<file path="src/rtl/seq_detect_pkg.sv">
package seq_detect_pkg;

  localparam int STATE_W = 3;

  typedef enum logic [STATE_W-1:0] {
    ST_IDLE  = 3'd0,
    ST_ONE   = 3'd1,
    ST_TWO   = 3'd2,
    ST_TAIL0 = 3'd3,
    ST_FOUND = 3'd4
  } seqState_t;

  typedef struct packed {
    logic step;
    logic enterFound;
  } seqStrobe_t;

endpackage

</file>
<file path="src/rtl/seq_detect_ctrl.sv">
module seq_detect_ctrl
  import seq_detect_pkg::*;
(
  input  logic       clk,
  input  logic       clr,
  input  logic       stepEn,
  input  logic       serialIn,
  output seqState_t  curState,
  output seqStrobe_t strobe
);

  seqState_t nxtState;

  always_comb begin
    nxtState = ST_IDLE;
    case (curState)
      ST_IDLE:  nxtState = serialIn ? ST_ONE   : ST_IDLE;
      ST_ONE:   nxtState = serialIn ? ST_TWO   : ST_IDLE;
      ST_TWO:   nxtState = serialIn ? ST_TWO   : ST_TAIL0;
      ST_TAIL0: nxtState = serialIn ? ST_FOUND : ST_IDLE;
      ST_FOUND: nxtState = serialIn ? ST_TWO   : ST_IDLE;
      default:  nxtState = ST_IDLE;
    endcase
  end

  always_ff @(posedge clk or posedge clr) begin
    if (clr)         curState <= ST_IDLE;
    else if (stepEn) curState <= nxtState;
  end

  always_comb begin
    strobe.step       = stepEn;
    strobe.enterFound = (nxtState == ST_FOUND);
  end

  assert_hold_R2: assert property (@(posedge clk) disable iff (clr)
    !stepEn |=> $stable(curState));

  assert_complete_R3: assert property (@(posedge clk) disable iff (clr)
    (stepEn && curState == ST_TAIL0 && serialIn) |=> curState == ST_FOUND);

  assert_overlap_R5: assert property (@(posedge clk) disable iff (clr)
    (stepEn && curState == ST_FOUND && serialIn) |=> curState == ST_TWO);

  assert_drop_R6: assert property (@(posedge clk) disable iff (clr)
    (stepEn && curState == ST_FOUND && !serialIn) |=> curState == ST_IDLE);

  assert_run_R7: assert property (@(posedge clk) disable iff (clr)
    (stepEn && curState == ST_TWO && serialIn) |=> curState == ST_TWO);

  assert_break_R8: assert property (@(posedge clk) disable iff (clr)
    (stepEn && curState == ST_TAIL0 && !serialIn) |=> curState == ST_IDLE);

  assert_legal_R9: assert property (@(posedge clk) disable iff (clr)
    curState inside {ST_IDLE, ST_ONE, ST_TWO, ST_TAIL0, ST_FOUND});

endmodule

</file>
<file path="src/rtl/seq_detect_dpath.sv">
module seq_detect_dpath
  import seq_detect_pkg::*;
(
  input  logic       clk,
  input  logic       clr,
  input  seqStrobe_t strobe,
  output logic       flag
);

  always_ff @(posedge clk or posedge clr) begin
    if (clr)              flag <= 1'b0;
    else if (strobe.step) flag <= strobe.enterFound;
  end

  assert_flag_hold_R2: assert property (@(posedge clk) disable iff (clr)
    !strobe.step |=> $stable(flag));

  assert_flag_pulse_R4: assert property (@(posedge clk) disable iff (clr)
    (flag && strobe.step && !strobe.enterFound) |=> !flag);

endmodule

</file>
<file path="src/rtl/seq_detect_moore.sv">
module seq_detect_moore
  import seq_detect_pkg::*;
(
  input  logic clk,
  input  logic clr,
  input  logic stepEn,
  input  logic serialIn,
  output logic detect
);

  seqState_t  curState;
  seqStrobe_t strobe;

  seq_detect_ctrl u_ctrl (
    .clk      (clk),
    .clr      (clr),
    .stepEn   (stepEn),
    .serialIn (serialIn),
    .curState (curState),
    .strobe   (strobe)
  );

  seq_detect_dpath u_dpath (
    .clk    (clk),
    .clr    (clr),
    .strobe (strobe),
    .flag   (detect)
  );

  // Flag register and state register are separate; they must agree.
  assert_flag_state_R3: assert property (@(posedge clk) disable iff (clr)
    detect == (curState == ST_FOUND));

  assert_clear_R1: assert property (@(posedge clk)
    clr |-> (!detect && curState == ST_IDLE));

endmodule

</file>
<file path="config.mk">
export PLATFORM = sky130hd
export DESIGN_NAME = seq_detect_moore
export DESIGN_NICKNAME = d
export VERILOG_FILES = /design/src/rtl/seq_detect_pkg.sv /design/src/rtl/seq_detect_ctrl.sv /design/src/rtl/seq_detect_dpath.sv /design/src/rtl/seq_detect_moore.sv
export SDC_FILE = /design/constraint.sdc
export NUM_CORES = 1
export LEC_CHECK = 0
export BUFFER_PORTS_ARGS = -buffer_cell sky130_fd_sc_hd__buf_2
export CORE_AREA = 8 8 45 47
export CTS_CLUSTER_DIAMETER = 80
export CTS_CLUSTER_SIZE = 16
export DETAILED_ROUTE_END_ITERATION = 10
export DIE_AREA = 0 0 53 55
export PLACE_DENSITY = 0.36
export SYNTH_ARGS = -nofsm -noshare
export SYNTH_HDL_FRONTEND = slang
export SYNTH_HIERARCHICAL = 1
export SYNTH_SLANG_ARGS = --single-unit
</file>
<file path="constraint.sdc">
create_clock -name clk -period 1.4 [get_ports clk]
set_input_delay 0.14 -clock clk [delete_from_list [all_inputs] [get_ports clk]]
set_output_delay 0.14 -clock clk [all_outputs]
set_load 0.1 [all_outputs]
</file>
* Word-level counts from Yosys, hierarchy flattened
Index checks and enable logic that the tools add are counted.
Cells by class: muxes and demuxes 5, equality and inequality tests 5, reductions and logical operators 2
Operator list (number):
- 3-bit case mux with 4 select lines | 1
- 3-bit by 2-bit equality test with 1-bit output, second input constant | 2
- 3-bit equality test, second input constant | 2
- 3-bit by 1-bit equality test with 1-bit output, second input constant | 1
- 3-bit zero test | 1
- 3-bit two-way mux | 1
- 1-bit two-way mux | 2
- 2-bit two-way mux | 1
- 2-bit OR reduction | 1
Word-level totals: word-level logic and storage cells 14, bits of input ports 4, output and inout port bits 1, register bits after elaboration 4

* Logic depth before layout (Yosys ltp)
depth in word-level cells 4, mapped depth 3, depth with buffers taken out 3

* Modules after synthesis
Netlist, hierarchy kept.
Modules (own cells, without submodules):
- seq_detect_ctrl | times used 1, sequential area each 75.1 um^2, area each 178.9 um^2, cells an instance 19
- seq_detect_dpath | times used 1, sequential area each 25.0 um^2, area each 43.8 um^2, cells an instance 3

* Worst setup path before layout
OpenSTA, ideal clock, no wires.
kind register to register, from register, netlist name u_dpath/flag, to register u_dpath.flag, clock period less this slack 1.258 ns, library setup time 0.126 ns, arrival time 1.132 ns, setup slack 0.142 ns, data required time 1.274 ns, cell stages (with the launch flop) 2, path buffers 0, cells stage by stage dfrtp_1 > mux2_4
RTL lines:
- end signal: assignment | RTL line seq_detect_dpath.sv:12 | else if (strobe.step) flag <= strobe.enterFound;
- end: declaration | RTL line seq_detect_dpath.sv:7 | output logic flag

* Final worst setup path
from register u_dpath.flag, to output detect
RTL lines:
- end: declaration | RTL line seq_detect_moore.sv:8 | output logic detect
No word-level cell between the ends.

==> metrics.txt <==
status=finished, final reports clean; Max Fanout on Critical Path=2; routed vias/inst=a little under 4; Die ar.=between 2000 and 3000 um^2; Die Span X=~53 um; Register-to-Register Path Depth=2; Setup-failing EPs final=0; clock-pin slew on the worst setup and hold paths=40 ps; R2R Path End=u_dpath/flag$_DFFE_PP0P_; fraction of layout instances using a drive strength above 1=34.5%; Final WS setup=around 270 ps; Post-Syn Area per Cell=approximately 10 um^2; critical path, cell by cell=buf_2; FMAX=between 800 and 900 MHz; Place WS=about 350 ps; Slew @ Worst Pin=roughly 480 ps; required time worst endpoint=1260 ps; CP Buf/Inv Count=1; core area=1380 um^2; R2R Path Start=u_ctrl/curState[1]$_DFFE_PP0P_; pwr/cell area=roughly 1600 nW/um^2; Tot Pwr=around 0.00047 W; Setup crit start kind=flip-flop; final wirelength=466 um; VDD IR-drop max=approximately 210 uV; final worst path period share=approximately four fifths; Hold Path End=u_ctrl/curState[2]$_DFFE_PP0P_; Largest delay share family, worst path=buffers and inverters; remaining global-route overflow=0; Yosys reg bits=4; setup bufs post-CTS=0; deepest clock path buffer count=2; I/O pins=5; Nets=35; GR Util All Layers=under 10%; post-synthesis net count=26; row cnt=14; vias in the first global route=between 150 and 200; Layout Skew=~2.5 ps; post_cts resized=0; CTS sink count=4; hold_buf cts=1; Post-Syn Instances=22; CTS Root Cell=clkbuf_4; Hold Path Depth=2; die height=55 um; Yosys warning count=6; pin count of the biggest net entering global routing=7; CTS Buf Count=3; drt pass-1 iters=4; Final ANT Viol Nets=0; crit path DAT=990 ps; slowest CP cell=buf_2; Worst-Skew Late Latency=roughly 230 ps; first-pass GRT wire length=between 700 and 800 um; Routed WL per cell=10.4 um; RSZ-0062 raised after global routing=false; initial detailed-routing violation count=1; GPL Wtd Cong=about 0.7; Hold Vio Cnt, Final=0; DR vias=175; max-slew violations=0; Final Critical Period=~1100 ps; Worst slew margin=about two thirds; Crit. End Element=output port; Ant. Diodes=0; r2r setup slk=between 300 and 400 ps; max_cap viols=0; initial core utilization=16.1%; Mapped Area=approximately 220 um^2; Layout Utilization=20.8%; port bufs=4; CP Class=flip-flop to output port; CTS tree=built; # DRC=0; Distinct cells, synth=15; setup TNS=0 ps; Max stage delay on crit path=~430 ps; dpl hpwl=between 300 and 400 um; Worst Hold Launch=stepEn; area growth from synthesis to layout=29.2%; H-tree depth=1; initial antenna violation count=0; Leakage=0.142 nW; sequential area share after synthesis=between 40% and 50%; worst min path class=input pin to flip-flop
through the flow:
stage | cells | hold slack [ps] | instance area [um^2]
floorplan | 22 | -131 | 223
global placement | 41 | -15.1 | 255
detailed placement | 41 | -14.4 | 255
CTS | 45 | 203 | 288
global route | 45 | 227 | 288
finish | 45 | 206 | 288
Yosys cell counts:
master / n / area, um^2
nor2_1: 1 / 3.75
nand2b_2: 1 / 8.76
o2bb2ai_1: 1 / 8.76
xnor2_1: 1 / 8.76
nand2b_1: 1 / 6.26
nand2_1: 3 / 11.3
and4b_2: 1 / 11.3
inv_1: 3 / 11.3
mux2i_1: 1 / 10.0
buf_4: 1 / 7.51
nand4_1: 1 / 6.26
mux2_4: 1 / 15.0
a211o_1: 1 / 8.76
o21ai_0: 1 / 5.00
dfrtp_1: 4 / 100
worst reg2reg max path, cell delays in order (launching register included):
cell,delay [ps]
dfrtp_1,420
and4b_2,260
mux2_4,250
worst max-delay path by stage:
stage	from	endpoint	slack [ps]	cells after the start
after floorplan	u_dpath/flag$_DFFE_PP0P_	u_dpath/flag$_DFFE_PP0P_	140	1
after global placement	u_ctrl/curState[1]$_DFFE_PP0P_	u_dpath/flag$_DFFE_PP0P_	360	2
after detailed placement	u_ctrl/curState[1]$_DFFE_PP0P_	u_dpath/flag$_DFFE_PP0P_	350	2
after CTS	u_dpath/flag$_DFFE_PP0P_	detect	250	1
after global routing	u_dpath/flag$_DFFE_PP0P_	detect	220	1
final	u_dpath/flag$_DFFE_PP0P_	detect	270	1
cell usage in the layout (no fill, tap or decap), drive strengths merged:
master       instances
mux2i                1
nand2b               2
and4b                1
mux2                 1
a211o                1
clkbuf               3
o2bb2ai              1
inv                  3
nand4                1
nor2                 1
xnor2                1
o21ai                1
nand2                3
dfrtp                4
dlygate4sd3          1
buf                  4
layout make-up:
class,instances,area [um^2]
clock buffers,3,22.5
fillers,156,1100
inverters,3,11.3
well taps,16,20.0
multi-input cells,14,104
flip-flops and latches,4,100
repair buffers,5,30.0
state kept, by name (all words and copies together) (netlist names):
| name | count |
|---|---|
| u_ctrl/curState | 3 |
| u_dpath/flag | 1 |
power breakdown:
part	internal [W]	switching, W	leakage, nW	total (W)
Clock	0.0000953	0.0000392	0.0138	0.000135
Combinational	0.0000605	0.0000767	0.0751	0.000137
Sequential	0.000150	0.0000495	0.0531	0.000200
logic make-up (layout without fill, tap and decap cells):
kind of cell	after synthesis	after routing	share of synthesized area, %
and+or+nand+nor	8	8	21.4
muxes	2	2	11.2
xor gates and xnor gates	1	1	3.93
DFF	4	4	44.9
buffers and inverters	4	11	8.43
AOI/OAI and AO/OA	3	3	10.1
per-layer routing:
| metal | vias up | routed length [um] | global-route usage (%) |
|---|---|---|---|
| li1 | 88 | - | - |
| met5 | - | 0 | 0 |
| met1 | 83 | 163 | 3.06 |
| met2 | 4 | 280 | 7.42 |
| met4 | 0 | 0 | 2.59 |
| met3 | 0 | 21 | 0.802 |
No activity file was read; power rests on OpenSTA's default activity.
